<file path="src/rtl/rf_pkg.sv">
package rf_pkg;
    localparam logic [2:0] BSEL_F = 3'd6;
    localparam logic [2:0] BSEL_A = 3'd7;

    localparam logic [2:0] WSEL_BC = 3'd0;
    localparam logic [2:0] WSEL_DE = 3'd1;
    localparam logic [2:0] WSEL_HL = 3'd2;
    localparam logic [2:0] WSEL_AF = 3'd3;
    localparam logic [2:0] WSEL_SP = 3'd4;
    localparam logic [2:0] WSEL_IX = 3'd5;
    localparam logic [2:0] WSEL_IY = 3'd6;

    localparam int unsigned NUM_PAIRS = 3;
    localparam int unsigned NUM_BANKS = 2;
endpackage

</file>
<file path="src/rtl/rf_xchg_decode.sv">
module rf_xchg_decode #(
    parameter int unsigned OPC_W   = 8,
    parameter logic [OPC_W-1:0] AF_OP   = 8'h08,
    parameter logic [OPC_W-1:0] MAIN_OP = 8'hD9
) (
    input  logic             valid,
    input  logic [OPC_W-1:0] opcode,
    output logic             tog_af,
    output logic             tog_main
);
    always_comb begin
        tog_af   = valid && (opcode == AF_OP);
        tog_main = valid && (opcode == MAIN_OP);
    end
endmodule

</file>
<file path="src/rtl/rf_read_mux.sv">
module rf_read_mux
    import rf_pkg::*;
#(
    parameter int unsigned BYTE_W = 8,
    localparam int unsigned WORD_W = 2 * BYTE_W
) (
    input  logic [WORD_W-1:0]                af_vis,
    input  logic [NUM_PAIRS-1:0][WORD_W-1:0] pr_vis,
    input  logic [WORD_W-1:0]                sp,
    input  logic [WORD_W-1:0]                ix,
    input  logic [WORD_W-1:0]                iy,
    input  logic [2:0]                       byte_sel,
    input  logic [2:0]                       word_sel,
    output logic [BYTE_W-1:0]                byte_data,
    output logic [WORD_W-1:0]                word_data
);
    logic [7:0][BYTE_W-1:0] byte_view;

    for (genvar g = 0; g < NUM_PAIRS; g++) begin : g_pair_bytes
        assign byte_view[2*g]   = pr_vis[g][WORD_W-1:BYTE_W];
        assign byte_view[2*g+1] = pr_vis[g][BYTE_W-1:0];
    end
    assign byte_view[BSEL_F] = af_vis[BYTE_W-1:0];
    assign byte_view[BSEL_A] = af_vis[WORD_W-1:BYTE_W];

    always_comb begin
        byte_data = byte_view[byte_sel];
        case (word_sel)
            WSEL_BC: word_data = pr_vis[0];
            WSEL_DE: word_data = pr_vis[1];
            WSEL_HL: word_data = pr_vis[2];
            WSEL_AF: word_data = af_vis;
            WSEL_SP: word_data = sp;
            WSEL_IX: word_data = ix;
            WSEL_IY: word_data = iy;
            default: word_data = '0;
        endcase
    end
endmodule

</file>
<file path="src/rtl/dual_bank_regfile.sv">
module dual_bank_regfile
    import rf_pkg::*;
#(
    parameter int unsigned BYTE_W  = 8,
    parameter int unsigned OPC_W   = 8,
    parameter logic [OPC_W-1:0] AF_OP   = 8'h08,
    parameter logic [OPC_W-1:0] MAIN_OP = 8'hD9,
    localparam int unsigned WORD_W = 2 * BYTE_W
) (
    input  logic              clk,
    input  logic              rst_n,
    input  logic [2:0]        rd_byte_sel,
    output logic [BYTE_W-1:0] rd_byte_data,
    input  logic [2:0]        rd_word_sel,
    output logic [WORD_W-1:0] rd_word_data,
    input  logic              wr_en,
    input  logic              wr_word,
    input  logic [2:0]        wr_sel,
    input  logic [WORD_W-1:0] wr_data,
    input  logic              xchg_valid,
    input  logic [OPC_W-1:0]  xchg_opcode
);
    typedef struct packed {
        logic                                    sel_af;
        logic                                    sel_main;
        logic [NUM_BANKS-1:0][WORD_W-1:0]        af;
        logic [NUM_BANKS-1:0][NUM_PAIRS-1:0][WORD_W-1:0] pr;
        logic [WORD_W-1:0]                       sp;
        logic [WORD_W-1:0]                       ix;
        logic [WORD_W-1:0]                       iy;
    } rf_state_t;

    rf_state_t st_d, st_q;
    logic      tog_af, tog_main;

    rf_xchg_decode #(
        .OPC_W  (OPC_W),
        .AF_OP  (AF_OP),
        .MAIN_OP(MAIN_OP)
    ) xdec_i (
        .valid   (xchg_valid),
        .opcode  (xchg_opcode),
        .tog_af  (tog_af),
        .tog_main(tog_main)
    );

    always_comb begin
        st_d = st_q;
        if (wr_en) begin
            if (wr_word) begin
                case (wr_sel)
                    WSEL_BC, WSEL_DE, WSEL_HL:
                        st_d.pr[st_q.sel_main][wr_sel[1:0]] = wr_data;
                    WSEL_AF: st_d.af[st_q.sel_af] = wr_data;
                    WSEL_SP: st_d.sp = wr_data;
                    WSEL_IX: st_d.ix = wr_data;
                    WSEL_IY: st_d.iy = wr_data;
                    default: ;
                endcase
            end else if (wr_sel == BSEL_F) begin
                st_d.af[st_q.sel_af][BYTE_W-1:0] = wr_data[BYTE_W-1:0];
            end else if (wr_sel == BSEL_A) begin
                st_d.af[st_q.sel_af][WORD_W-1:BYTE_W] = wr_data[BYTE_W-1:0];
            end else if (wr_sel[0]) begin
                st_d.pr[st_q.sel_main][wr_sel[2:1]][BYTE_W-1:0] = wr_data[BYTE_W-1:0];
            end else begin
                st_d.pr[st_q.sel_main][wr_sel[2:1]][WORD_W-1:BYTE_W] = wr_data[BYTE_W-1:0];
            end
        end
        if (tog_af) begin
            st_d.sel_af = ~st_q.sel_af;
        end
        if (tog_main) begin
            st_d.sel_main = ~st_q.sel_main;
        end
    end

    always_ff @(posedge clk or negedge rst_n) begin
        if (!rst_n) begin
            st_q          <= '1;
            st_q.sel_af   <= 1'b0;
            st_q.sel_main <= 1'b0;
        end else begin
            st_q <= st_d;
        end
    end

    rf_read_mux #(
        .BYTE_W(BYTE_W)
    ) rmux_i (
        .af_vis   (st_q.af[st_q.sel_af]),
        .pr_vis   (st_q.pr[st_q.sel_main]),
        .sp       (st_q.sp),
        .ix       (st_q.ix),
        .iy       (st_q.iy),
        .byte_sel (rd_byte_sel),
        .word_sel (rd_word_sel),
        .byte_data(rd_byte_data),
        .word_data(rd_word_data)
    );
endmodule

</file>
<file path="config.mk">
export PLATFORM = sky130hd
export DESIGN_NAME = dual_bank_regfile
export DESIGN_NICKNAME = d
export VERILOG_FILES = /design/src/rtl/rf_pkg.sv /design/src/rtl/rf_xchg_decode.sv /design/src/rtl/rf_read_mux.sv /design/src/rtl/dual_bank_regfile.sv
export SDC_FILE = /design/constraint.sdc
export NUM_CORES = 1
export LEC_CHECK = 0
export ABC_CLOCK_PERIOD_IN_PS = 2500
export BUFFER_PORTS_ARGS = -buffer_cell sky130_fd_sc_hd__buf_2
export CAP_MARGIN = 25
export CORE_AREA = 5 5 136 138
export CTS_BUF_LIST = sky130_fd_sc_hd__clkbuf_16
export CTS_CLUSTER_DIAMETER = 200
export DETAILED_ROUTE_END_ITERATION = 6
export DIE_AREA = 0 0 141 143
export HOLD_SLACK_MARGIN = 0.08
export PLACE_DENSITY = 0.8
export SLEW_MARGIN = 20
export SYNTH_ARGS = -nofsm -noshare
export SYNTH_HDL_FRONTEND = slang
export SYNTH_SLANG_ARGS = --single-unit
</file>
<file path="constraint.sdc">
create_clock -name clk -period 2.5 [get_ports clk]
set_input_delay 0.5 -clock clk [delete_from_list [all_inputs] [get_ports clk]]
set_output_delay 0.5 -clock clk [all_outputs]
set_load 0.02 [all_outputs]
</file>
; ---- Yosys cells after proc, flatten, opt, wreduce, memory -nomap -nowiden
; Cells that the tools add are included.
[classes]
addsub = 0
mul = 0
n_div = 0
n_lt_le_gt_ge = 9
eq_ne = 19
n_shift = 0
mux = 39
n_bitwise = 2
reduce_logical = 15
[ops]
columns = cell, n
row1 = 2-to-1 mux 96 bit, 4
row2 = bitwise mux 96 bit, 3
row3 = 2-to-1 mux 48 bit, 5
row4 = demux 48 bit (select 1 bit), 3
row5 = 2-to-1 mux 128 bit, 1
row6 = case mux 16 bit (7 select lines), 1
row7 = bitwise mux 32 bit, 3
row8 = demux 16 bit (select 2 bit), 3
row9 = 2-to-1 mux 16 bit, 6
row10 = 2-to-1 mux 32 bit, 3
row11 = demux 16 bit (select 1 bit), 3
row12 = binary-select mux 8 bit (select 3 bit), 1
row13 = 2-to-1 mux 8 bit, 3
row14 = "equality test 3 bit, second input constant", 7
row15 = "equality test 3 x 2 -> 1 bit, second input constant", 4
row16 = AND reduction 3 bit, 4
row17 = "equality test 8 x 4 -> 1 bit, second input constant", 1
row18 = "equality test 8 bit, second input constant", 1
row19 = "equality test 3 x 1 -> 1 bit, second input constant", 2
row20 = logical AND 1 bit, 6
row21 = logical NOT 3 bit, 2
row22 = "< comparator 2 x 3 -> 1 bit, second input constant", 2
row23 = ">= comparator 2 x 1 -> 1 bit, second input constant", 2
row24 = "< comparator 1 x 2 -> 1 bit, second input constant", 2
row25 = 8 further kinds, 12
[totals]
register_bits = 178
latch_bits = 0
ramBits = 0
mem_bits_ro = 0
output_inout_bits = 24
word_cells = 97
memories = 0

; ---- Longest topological paths before layout
; Gate-level depths: netlist (run 1).
[depth]
ltp_word = 11
mapped_depth = 8
depth_no_buf = 4

; ---- Hierarchy
; From an unflattened synthesis (run 1), not the netlist that was laid out.
[hier_totals]
hier_cells = 831
hier_area_um2 = 10553.9
[by_module_without_submodules]
columns = mod, instances, cells_per_inst, area_per_inst_um2, seq_area_each_um2
row1 = dual_bank_regfile, 1, 669, 8978.6, 4674.5
row2 = rf_read_mux, 1, 157, 1535.2, 0.0
row3 = rf_xchg_decode, 1, 5, 40.0, 0.0

; ---- Worst setup path after synthesis (run 1)
; Ideal clock, no wire load.
[synth_timing]
kind = input port to output port
from = in rd_word_sel[0]
to = out rd_word_data[1]
arrival_ns = 1.830
slack_ns = 0.170
path_stages = 5
cell_sequence = buf_2 > buf_2 > clkbuf_1 > o21ai_0 > o21ai_0
[synth_via]
elab_chain_len = 2
word_cells_on_any_way = 8
[synth_lines]
columns = element, line
row1 = from (decl), dual_bank_regfile.sv:14  ; input logic [2:0] rd_word_sel,
row2 = equality test 3 bit (tied with other cells), rf_read_mux.sv:28  ; case (word_sel)
row3 = case mux 16 bit (7 select lines) (*), rf_read_mux.sv:28
row4 = to (decl), dual_bank_regfile.sv:15  ; output logic [WORD_W-1:0] rd_word_data,
; Mark *: on every way between the ends. The rest lies on a longest branch, timed or not.

; ---- Final worst setup path (run 1)
[layout_timing]
from = reg st_q[176] (netlist bit)
to = out rd_byte_data[0]
[layout_via]
elab_chain_len = 4
[layout_lines]
columns = element, line
row1 = from (decl), dual_bank_regfile.sv:33  ; rf_state_t st_d, st_q;
row2 = from (signal assigned), dual_bank_regfile.sv:84  ; st_q <= st_d;
row3 = 2-to-1 mux 48 bit (not written as such) (2 in a row), dual_bank_regfile.sv:92  ; .pr_vis (st_q.pr[st_q.sel_main]),
row4 = binary-select mux 8 bit (select 3 bit), rf_read_mux.sv:27  ; byte_data = byte_view[byte_sel];
row5 = 2-to-1 mux 8 bit (not written as such), rf_read_mux.sv:27
row6 = to (decl), dual_bank_regfile.sv:13  ; output logic [BYTE_W-1:0] rd_byte_data,
; Every way passes these cells. The select of a mux whose other input is x is not followed.

==> run metrics, run 1 <==
Residual DRC 0; register area share after synthesis 45.0%; global route overflow 0; Regs by FF count st_q: 178 flops; most used cell, CP buf_4; Antenna diodes 0; Startpoint Class flop; PortBufs 61; Primary FF master, synth dfstp_2; Reg-to-Reg Start st_q[176]$_DFFE_PN0P_; die width 141 microns; worst-skew pair later-pin latency 440 ps; 1st-pass router iterations 5; number of nets in the layout 945; initial antenna violation count 0; clock sink total 178; FF-to-FF setup slack 450 ps; CP bufs+invs 3; Max Clock Freq 352 MHz; H-tree Lvls 4; PD cells 720 mW/mm^2; area growth from synthesis to layout 14.9%; largest net degree at the start of global routing 60; share of layout cells above drive strength 1 61.8%; fin crit period 2840 ps; average wire per standard cell 25.9 microns; Die Y 143 microns; Total Routing Usage GR 30.6%; routability cong. 0.978; post-synthesis average cell area 12.2 sq um; synthesized area 0.0104 sq mm; Warnings, synthesis 0; CP max FO 17; Setup crit end kind output pin; Max Clock Skew 7.10 ps; unrepaired setup endpoints after global routing yes; Critical R2R Capture st_q[72]$_DFFE_PN1P_; Slew headroom 53.4%; CP peak stage delay 500 ps; clock buffer depth 2; Crit Path Category flop to output pin; Root Buffer clkbuf_16; Core ar. 0.0171 sq mm; Post-synth EDFFs 0; count of final hold-check violations 0; Top reg by flops st_q; Data arrival, critical path 2340 ps; final setup margin -339 ps; CP Data Required Time 2000 ps; # setup viols final 24; reg2reg path depth 8; DP Worst Slack -15.9 ps; CP max stage cell mux4_2; cell area after layout 0.0119 sq mm; VDD IR max 0.000563 V; cell row count 48; Post-Syn Instances 850; die area 0.0202 sq mm; Tcrit/Tclk final 114%; Max-Cap Viols 0; Crit path max-delay family multiplexers; CP cell instances buf_16 > buf_4 > mux4_2 > mux2i_1 > a21oi_1 > buf_4; Starting Density 60.9%; status complete, but fails checks; failing checks setup timing; static leakage 4.73 nW; Ports 62; max FFs per register 178; TritonCTS buffer count 17; worst hold path class input pin to asynchronous set/reset pin; flops & latches, synth 178; vias per inst 6.83; Post-Syn Nets 888; final WL 29700 microns; TritonCTS clock tree yes; clock-pin slew on the worst setup and hold paths 70 ps; CTS Hold Bufs 0; Slew @ Worst Pin 697 ps; dpl cell area 0.0110 sq mm; Final Max Tran Viols 0; total number of vias 7815; antenna viol nets, final 0; post-DP HPWL 20200 microns; initial drt markers 778; asr flop ratio synth 100%; Netlist cell types 64; first-pass GRT wire length 46700 microns; vias in the first global route 7899
synth_stat cells, types with 3 or more instances:
cell         n  area (sq um)
xnor2_1      4          35.0
nor3b_2      3          37.5
o211ai_1     6          45.0
mux2i_1     53           531
and3_1       5          31.3
nor3b_1      3          22.5
o221ai_1     6          52.6
buf_1       14          52.6
buf_2       21           105
buf_6        6          67.6
nand2b_1     5          31.3
nand2_1     77           289
a21o_1       8          60.1
o21ai_0     53           265
a21oi_1     10          50.1
nand3_1      6          30.0
a32oi_1     16           140
a211oi_1     7          52.6
o21ai_1     11          55.1
clkbuf_1    32           120
nor2b_1     13          81.3
o2bb2ai_1    6          52.6
inv_1        3          11.3
and2_1       8          50.1
nor3_2       7          70.1
dfstp_2    176          4620
mux4_2      40           901
nor2_1      10          37.5
nand2_2      4          25.0
a31oi_1      3          18.8
buf_4        9          67.6
o21a_1       4          30.0
mux2_2     147          1660
a22oi_1     37           278
cell usage in the layout (no fill, tap or decap), drive strengths merged, types with 10 or more instances in the layout:
master    n
nor2b    13
mux2    147
inv      10
nor2     12
a32oi    16
mux2i    53
nand2    81
mux4     40
a21oi    10
dfstp   176
a22oi    37
buf     123
clkbuf   17
o21ai    64
how the worst max path moves through the flow:
| stage | cells past startpoint | from | end |
|---|---|---|---|
| 6_report | 6 | st_q[176]$_DFFE_PN0P_ | rd_byte_data[0] |
| 5_1_grt | 6 | st_q[176]$_DFFE_PN0P_ | rd_byte_data[0] |
| 4_1_cts | 5 | st_q[176]$_DFFE_PN0P_ | rd_word_data[4] |
| 3_5_place_dp | 6 | st_q[176]$_DFFE_PN0P_ | rd_word_data[1] |
| 3_3_place_gp | 6 | st_q[176]$_DFFE_PN0P_ | rd_word_data[1] |
| 2_1_floorplan | 5 | rd_word_sel[0] | rd_word_data[1] |
layout make-up:
cell class | instances | area (sq um)
fill | 1165 | 5110
inverter | 4 | 15.0
timing repair buffer | 123 | 990
clock inverter | 15 | 145
tap | 225 | 282
sequential | 178 | 4680
multi-input combinational | 583 | 5410
clock buffer | 17 | 425
logic make-up (layout without fill, tap and decap cells):
| logic type | after synthesis | after routing | share of synthesized area (%) |
|---|---|---|---|
| flops | 178 | 178 | 45.0 |
| xor+xnor | 5 | 5 | 0.421 |
| mux | 240 | 240 | 29.7 |
| simple gates | 159 | 159 | 8.54 |
| compound gates | 179 | 179 | 11.9 |
| buf+inv | 89 | 159 | 4.45 |
per-layer routing:
metal  vias up  GRT usage, %  share of wire, %
li1       3298             -                 -
met1      3971          40.5                39
met2       453          48.0                47
met3        93          7.70               9.9
met4         0          13.7               4.9
met5         -             0                 0
stage by stage:
step | util (%) | power, mW | hold slack [ps] | TNS [ps] | std cells
after CTS | 69.5 | 8.53 | 282 | -6190 | 1143
after detailed placement | 64.5 | 5.81 | 466 | -15.9 | 1101
final | 70.0 | 8.61 | 269 | -6120 | 1145
after floorplan | - | 5.14 | 204 | 0 | 850
after global routing | 70.0 | 8.93 | 304 | -7670 | 1145
after global placement | 64.5 | 5.74 | 457 | 0 | 1101
power by group:
| part | internal (mW) | switching (mW) |
|---|---|---|
| combinational | 1.03 | 1.08 |
| clock | 1.32 | 1.28 |
| sequential | 3.60 | 0.290 |
worst register-to-register path, stage by stage (launching register included):
cell and delay [ps]:
dfrtp_4 530, buf_6 160, buf_6 120, buf_4 140, nor3_2 160, buf_4 180
and3_1 380, a22oi_1 110, o21ai_0 190
timing repair:
| item | in CTS | in global routing |
|---|---|---|
| buffers inserted | 7 | 3 |
| resized for setup | 41 | 25 |
| gates cloned | 3 | 0 |
| setup endpoints to repair | 24 | 24 |
| pin swaps | 11 | 9 |
No activity file was read; power rests on OpenSTA's default activity.
==> inputs of run 2 (changes only) <==
Settings changed: CAP_MARGIN 25 to 20, CORE_AREA 5 5 136 138 to 5 5 148 150, DIE_AREA 0 0 141 143 to 0 0 153 155, PLACE_DENSITY 0.8 to 0.69.
==> run metrics, run 2 (same netlist as run 1, synthesis figures left out) <==
CP Data Required Time 2000 ps (about the same); worst hold path class input pin to flop; total number of vias 7549 (-3.4%); Reg-to-Reg Start st_q[176]$_DFFE_PN0P_; final setup margin -280 ps (+58.4 ps); Seq pwr share 44.2% (-1.0 points); initial antenna violation count 2 (+2); # setup viols final 24 (unchanged); Residual DRC 0 (unchanged); Root Buffer clkbuf_16; count of final hold-check violations 0 (unchanged); first-pass GRT wire length 45700 microns (-2.1%); share of layout cells above drive strength 1 60.9% (-0.98 points); unrepaired setup endpoints after global routing yes; Die Y 155 microns (+8.4%); clock sink total 178 (unchanged); final WL 29600 microns (-0.44%); PD cells 736 mW/mm^2 (+2.1%); Starting Density 50.6% (-10 points); failing checks setup timing; 1st-pass router iterations 7 (+2); placed instance count 1151 (+4.5%); power consumption 8.82 mW (+2.5%); Data arrival, critical path 2280 ps (-60 ps); Slew @ Worst Pin 743 ps (+46.0 ps); combinational power share 23.3% (-1.3 points); antenna viol nets, final 0 (unchanged); Startpoint Class flop; Core ar. 0.0206 sq mm (+21%); initial drt markers 697 (-10%); Crit path depth 5 (-1); Regs by FF count st_q: 178 flops; Total Routing Usage GR 25.0% (-5.5 points); die width 153 microns (+8.5%); commonest cells after routing, fill and taps aside 176 x dfstp_2, 146 x mux2_2, 77 x nand2_1; Critical R2R Capture st_q[105]$_DFFE_PN1P_; die area 0.0237 sq mm (+18%); Max Clock Skew 8.48 ps (+1.38 ps); Slew headroom 50.2% (-3.2 points); vias in the first global route 7635 (-3.3%); CP peak stage delay 490 ps (about the same); Crit path max-delay family multiplexers; global route overflow 0 (unchanged); largest net degree at the start of global routing 63 (+5.0%); Crit Path Category flop to output pin; termination of the worst setup path rd_word_data[4]; vias per inst 6.31 (-7.6%); Setup crit start st_q[176]$_DFFE_PN0P_; routability cong. 0.912 (-6.7%); Total Neg Setup Slack -4890 ps (+1230 ps); DP Worst Slack 115 ps (+130 ps); Tcrit/Tclk final 111% (-2.3 points); Final Max Tran Viols 0 (unchanged); average wire per standard cell 24.7 microns (-4.8%); Net Switching 2.52 mW (-5.0%); Top reg by flops st_q; post-DP HPWL 21300 microns (+5.8%); worst-skew pair later-pin latency 440 ps (about the same); leading cell type in the layout, fill and taps excluded dfstp_2; reg2reg path depth 5 (-3); Max-Cap Viols 0 (unchanged); fin crit period 2780 ps (-58.4 ps); switching share of power 28.5% (-2.3 points); VDD IR max 0.000541 V (-3.9%); area growth from synthesis to layout 15.4%; Finished Layout Cells 1197 (+4.5%); TritonCTS clock tree yes; number of nets in the layout 945 (unchanged); fillers 1672 (+44%); CP bufs+invs 2 (-1); Int Pwr 6.30 mW (+5.9%); Clk pwr share 32.6% (+2.4 points); Setup crit end kind output pin; CP max FO 11 (-6); H-tree Lvls 4 (unchanged); WHS Path Cells 2; clock buffer depth 2 (unchanged); status complete, but fails checks; PortBufs 61 (unchanged); CP max stage cell dfrtp_4; max FFs per register 178 (unchanged); TritonCTS buffer count 17 (unchanged); Max Clock Freq 360 MHz (+2.1%); cell row count 53 (+10%); Ports 62 (unchanged); clock-pin slew on the worst setup and hold paths 70 ps (about the same); CP cell instances buf_12 > mux2_2 > mux4_2 > o22a_1 > buf_2; Finished Core Util 58.3% (-12 points); static leakage 4.75 nW (+0.40%); FF-to-FF setup slack 520 ps (+70 ps)
[run 2: metrics by stage]
step	cell area [sq um]	hold WS (ps)
floorplan	10400	204
global placement	11100	459
detailed placement	11100	472
CTS	11900	342
global route	12000	352
finish	12000	350
[run 2: power by group through the flow]
stage / Clock (mW) / Sequential [mW] / Combinational (mW)
after CTS: 2.90 / 3.88 / 1.98
after global routing: 3.03 / 3.94 / 2.19
final: 2.87 / 3.89 / 2.05
after detailed placement: 0 / 3.91 / 1.91
after global placement: 0 / 3.90 / 1.88
after floorplan: 0 / 3.80 / 1.34
[run 2: cell type report]
cell class | instances | area, sq um | area share, %
clock buffers | 17 | 425 | 3.55
flip-flops and latches | 178 | 4680 | 39.0
multi-input cells | 583 | 5380 | 44.8
well taps | 275 | 344 | 2.87
inverters | 4 | 15.0 | 0.125
clock inverters | 15 | 205 | 1.71
repair buffers | 123 | 941 | 7.85
diodes | 2 | 5.00 | 0.0417
[run 2: worst min-delay path by stage]
stage	startpoint	endpoint	slack (ps)
floorplan	rst_n	st_q[176]$_DFFE_PN0P_	200
detailed placement	st_q[57]$_DFFE_PN1P_	st_q[57]$_DFFE_PN1P_	470
CTS	wr_data[8]	st_q[40]$_DFFE_PN1P_	340
finish	wr_data[8]	st_q[40]$_DFFE_PN1P_	350
global placement	st_q[57]$_DFFE_PN1P_	st_q[57]$_DFFE_PN1P_	460
global route	wr_data[14]	st_q[14]$_DFFE_PN1P_	350
[run 2: repair_timing]
item,in CTS,in global routing
hold buffers,1,0
endpoints found under the setup margin,24,24
pin swaps,1,1
setup buffers,9,1
gates resized for setup,16,30
endpoints found under the hold margin,1,0
cloned,2,0
[run 2: worst register-to-register path: stages (launching register included)]
cell and delay (ps):
dfrtp_4 490, buf_4 130, bufbuf_16 270, and2b_1 200, nand3_1 450, o21ai_0 350
[run 2: per-layer routing]
layer / global-route usage, % / wire length, microns / vias up
li1: - / - / 3304
met1: 34.6 / 12400 / 3861
met2: 40.3 / 14000 / 327
met3: 4.06 / 2120 / 57
met4: 9.33 / 973 / 0
met5: 0 / 0 / -
==> inputs of run 3 (changes only) <==
Settings changed: CORE_AREA 5 5 148 150 to 2 2 145 147, CTS_BUF_LIST sky130_fd_sc_hd__clkbuf_16 to unset, DIE_AREA 0 0 153 155 to 0 0 147 149.
==> run metrics, run 3 (same netlist as run 1, synthesis figures left out) <==
status complete, but fails checks; failing checks setup timing; Data arrival, critical path 2340 ps (+60 ps); global route overflow 0 (unchanged); CP Data Required Time 2000 ps (about the same); vias in the first global route 7436 (-2.6%); vias per inst 6.31 (+0.13%); Die Y 149 microns (-3.9%); largest net degree at the start of global routing 65 (+3.2%); count of final hold-check violations 0 (unchanged); clock buffer depth 2 (unchanged); clock sink total 178 (unchanged); Max-Cap Viols 0 (unchanged); met1 wire length 13000 microns (+4.4%); area growth from synthesis to layout 14.5%; routability cong. 0.934 (+2.4%); final setup margin -343 ps (-63.0 ps); Slew @ Worst Pin 1180 ps (+434 ps); worst hold path class input pin to asynchronous set/reset pin; Top reg by flops st_q; # setup viols final 24 (unchanged); top sig layer met4; PortBufs 61 (unchanged); worst-skew pair later-pin latency 440 ps (about the same); Setup crit end kind output pin; cell row count 53 (unchanged); fin crit period 2840 ps (+63.0 ps); Final Max Tran Viols 0 (unchanged); H-tree Lvls 4 (unchanged); DP Worst Slack 94.1 ps (-20.5 ps); Starting Density 50.6% (unchanged); commonest cells after routing, fill and taps aside 176 x dfstp_2, 147 x mux2_2, 77 x nand2_1; share of layout cells above drive strength 1 60.7% (-0.19 points); PD cells 732 mW/mm^2 (-0.50%); initial drt markers 787 (+13%); Residual DRC 0 (unchanged); Startpoint Class flop; antenna viol nets, final 0 (unchanged); Antenna diodes 0 (-2); initial antenna violation count 0 (-2); TritonCTS clock tree yes; average wire per standard cell 25.2 microns (+1.9%); first-pass GRT wire length 45200 microns (-1.2%); power consumption 8.71 mW (-1.3%); clock-pin slew on the worst setup and hold paths 70 ps (about the same); Total Routing Usage GR 27.7% (+2.7 points); TritonCTS buffer count 17 (unchanged); Met3 Routed Length 1780 microns (-16%); die area 0.0219 sq mm (-7.6%); leading cell type in the layout, fill and taps excluded dfstp_2; Root Buffer clkbuf_16; Regs by FF count st_q: 178 flops; total number of vias 7502 (-0.62%); Total Neg Setup Slack -6110 ps (-1220 ps); unrepaired setup endpoints after global routing yes; static leakage 4.72 nW (-0.70%); number of nets in the layout 938 (-0.74%); final WL 29900 microns (+1.1%); Max Clock Freq 352 MHz (-2.2%); Crit Path Category flop to output pin; 1st-pass router iterations 5 (-2); max FFs per register 178 (unchanged); WL met2 14200 microns (+0.93%); VDD IR max 0.000493 V (-8.8%); post-DP HPWL 21000 microns (-1.7%); Tcrit/Tclk final 114% (+2.5 points); Max Clock Skew 8.48 ps (+0.00469 ps); CTS Hold Bufs 0 (-1); Slew headroom 21.2% (-29 points); CP max FO 9 (-2); die width 147 microns (-3.9%); Core ar. 0.0206 sq mm (unchanged); Ports 62 (unchanged)
## run 3: cell count changes in the layout (fill, tap and decap cells not counted), moves of 3 or more
cell / before / now
buf_4: 50 / 43
mux2i_1: 44 / 49
mux2i_2: 4 / 0
a22oi_1: 36 / 33
a22oi_2: 1 / 4
## run 3: path summary, 6_finish.rpt
| path | slack (ps) | cells after the start | startpoint | to |
|---|---|---|---|---|
| max | -340 | 6 | st_q[176]$_DFFE_PN0P_ | rd_byte_data[6] |
| min | 320 | 1 | rst_n | st_q[47]$_DFFE_PN1P_ |
| max reg2reg | 580 | 5 | st_q[176]$_DFFE_PN0P_ | st_q[122]$_DFFE_PN1P_ |
| min reg2reg | 480 | 2 | st_q[57]$_DFFE_PN1P_ | st_q[57]$_DFFE_PN1P_ |
| max in group asynchronous | 1720 | 2 | rst_n | st_q[160]$_DFFE_PN1P_ |
| min in group clk | 340 | 2 | wr_data[14] | st_q[14]$_DFFE_PN1P_ |
## run 3: where the power goes
part           total [mW]  internal (mW)  switching [mW]
logic                2.04          0.983            1.06
clock network        2.78           1.58            1.20
registers            3.89           3.60           0.283
total                8.71           6.17            2.54
## run 3: per-stage QoR
| step | instance area (sq um) | util (%) | cells | hold slack (ps) |
|---|---|---|---|---|
| finish | 11900 | 57.9 | 1188 | 318 |
| global route | 11900 | 57.9 | 1188 | 351 |
| CTS | 11800 | 57.4 | 1182 | 337 |
| detailed placement | 11100 | 53.8 | 1146 | 464 |
| global placement | 11100 | 53.8 | 1146 | 458 |
| floorplan | 10400 | - | 850 | 204 |
## run 3: cell type report
class	instances	area, sq um
clock buffers	17	425
fillers	1685	8660
inverters	4	15.0
multi-input cells	583	5370
repair buffers	116	886
clock inverters	15	184
well taps	275	344
flip-flops and latches	178	4680
## run 3: critical path: stages, from the launching register on
cell	delay, ps
dfrtp_4	520
buf_12	150
mux4_2	490
nor2b_1	160
a31oi_1	250
a21oi_1	140
buf_2	190
## run 3: metal layers
| metal | vias to the layer above | track usage [%] |
|---|---|---|
| li1 | 3277 | - |
| met1 | 3859 | 38.3 |
| met2 | 305 | 43.8 |
| met3 | 61 | 4.77 |
| met4 | 0 | 11.1 |
| met5 | - | 0 |
## run 3: timing repair
action,in CTS,in global routing
buffers inserted,3,6
setup endpoints to repair,24,24
pin swaps,1,3
gates resized for setup,15,19
gates cloned,1,0
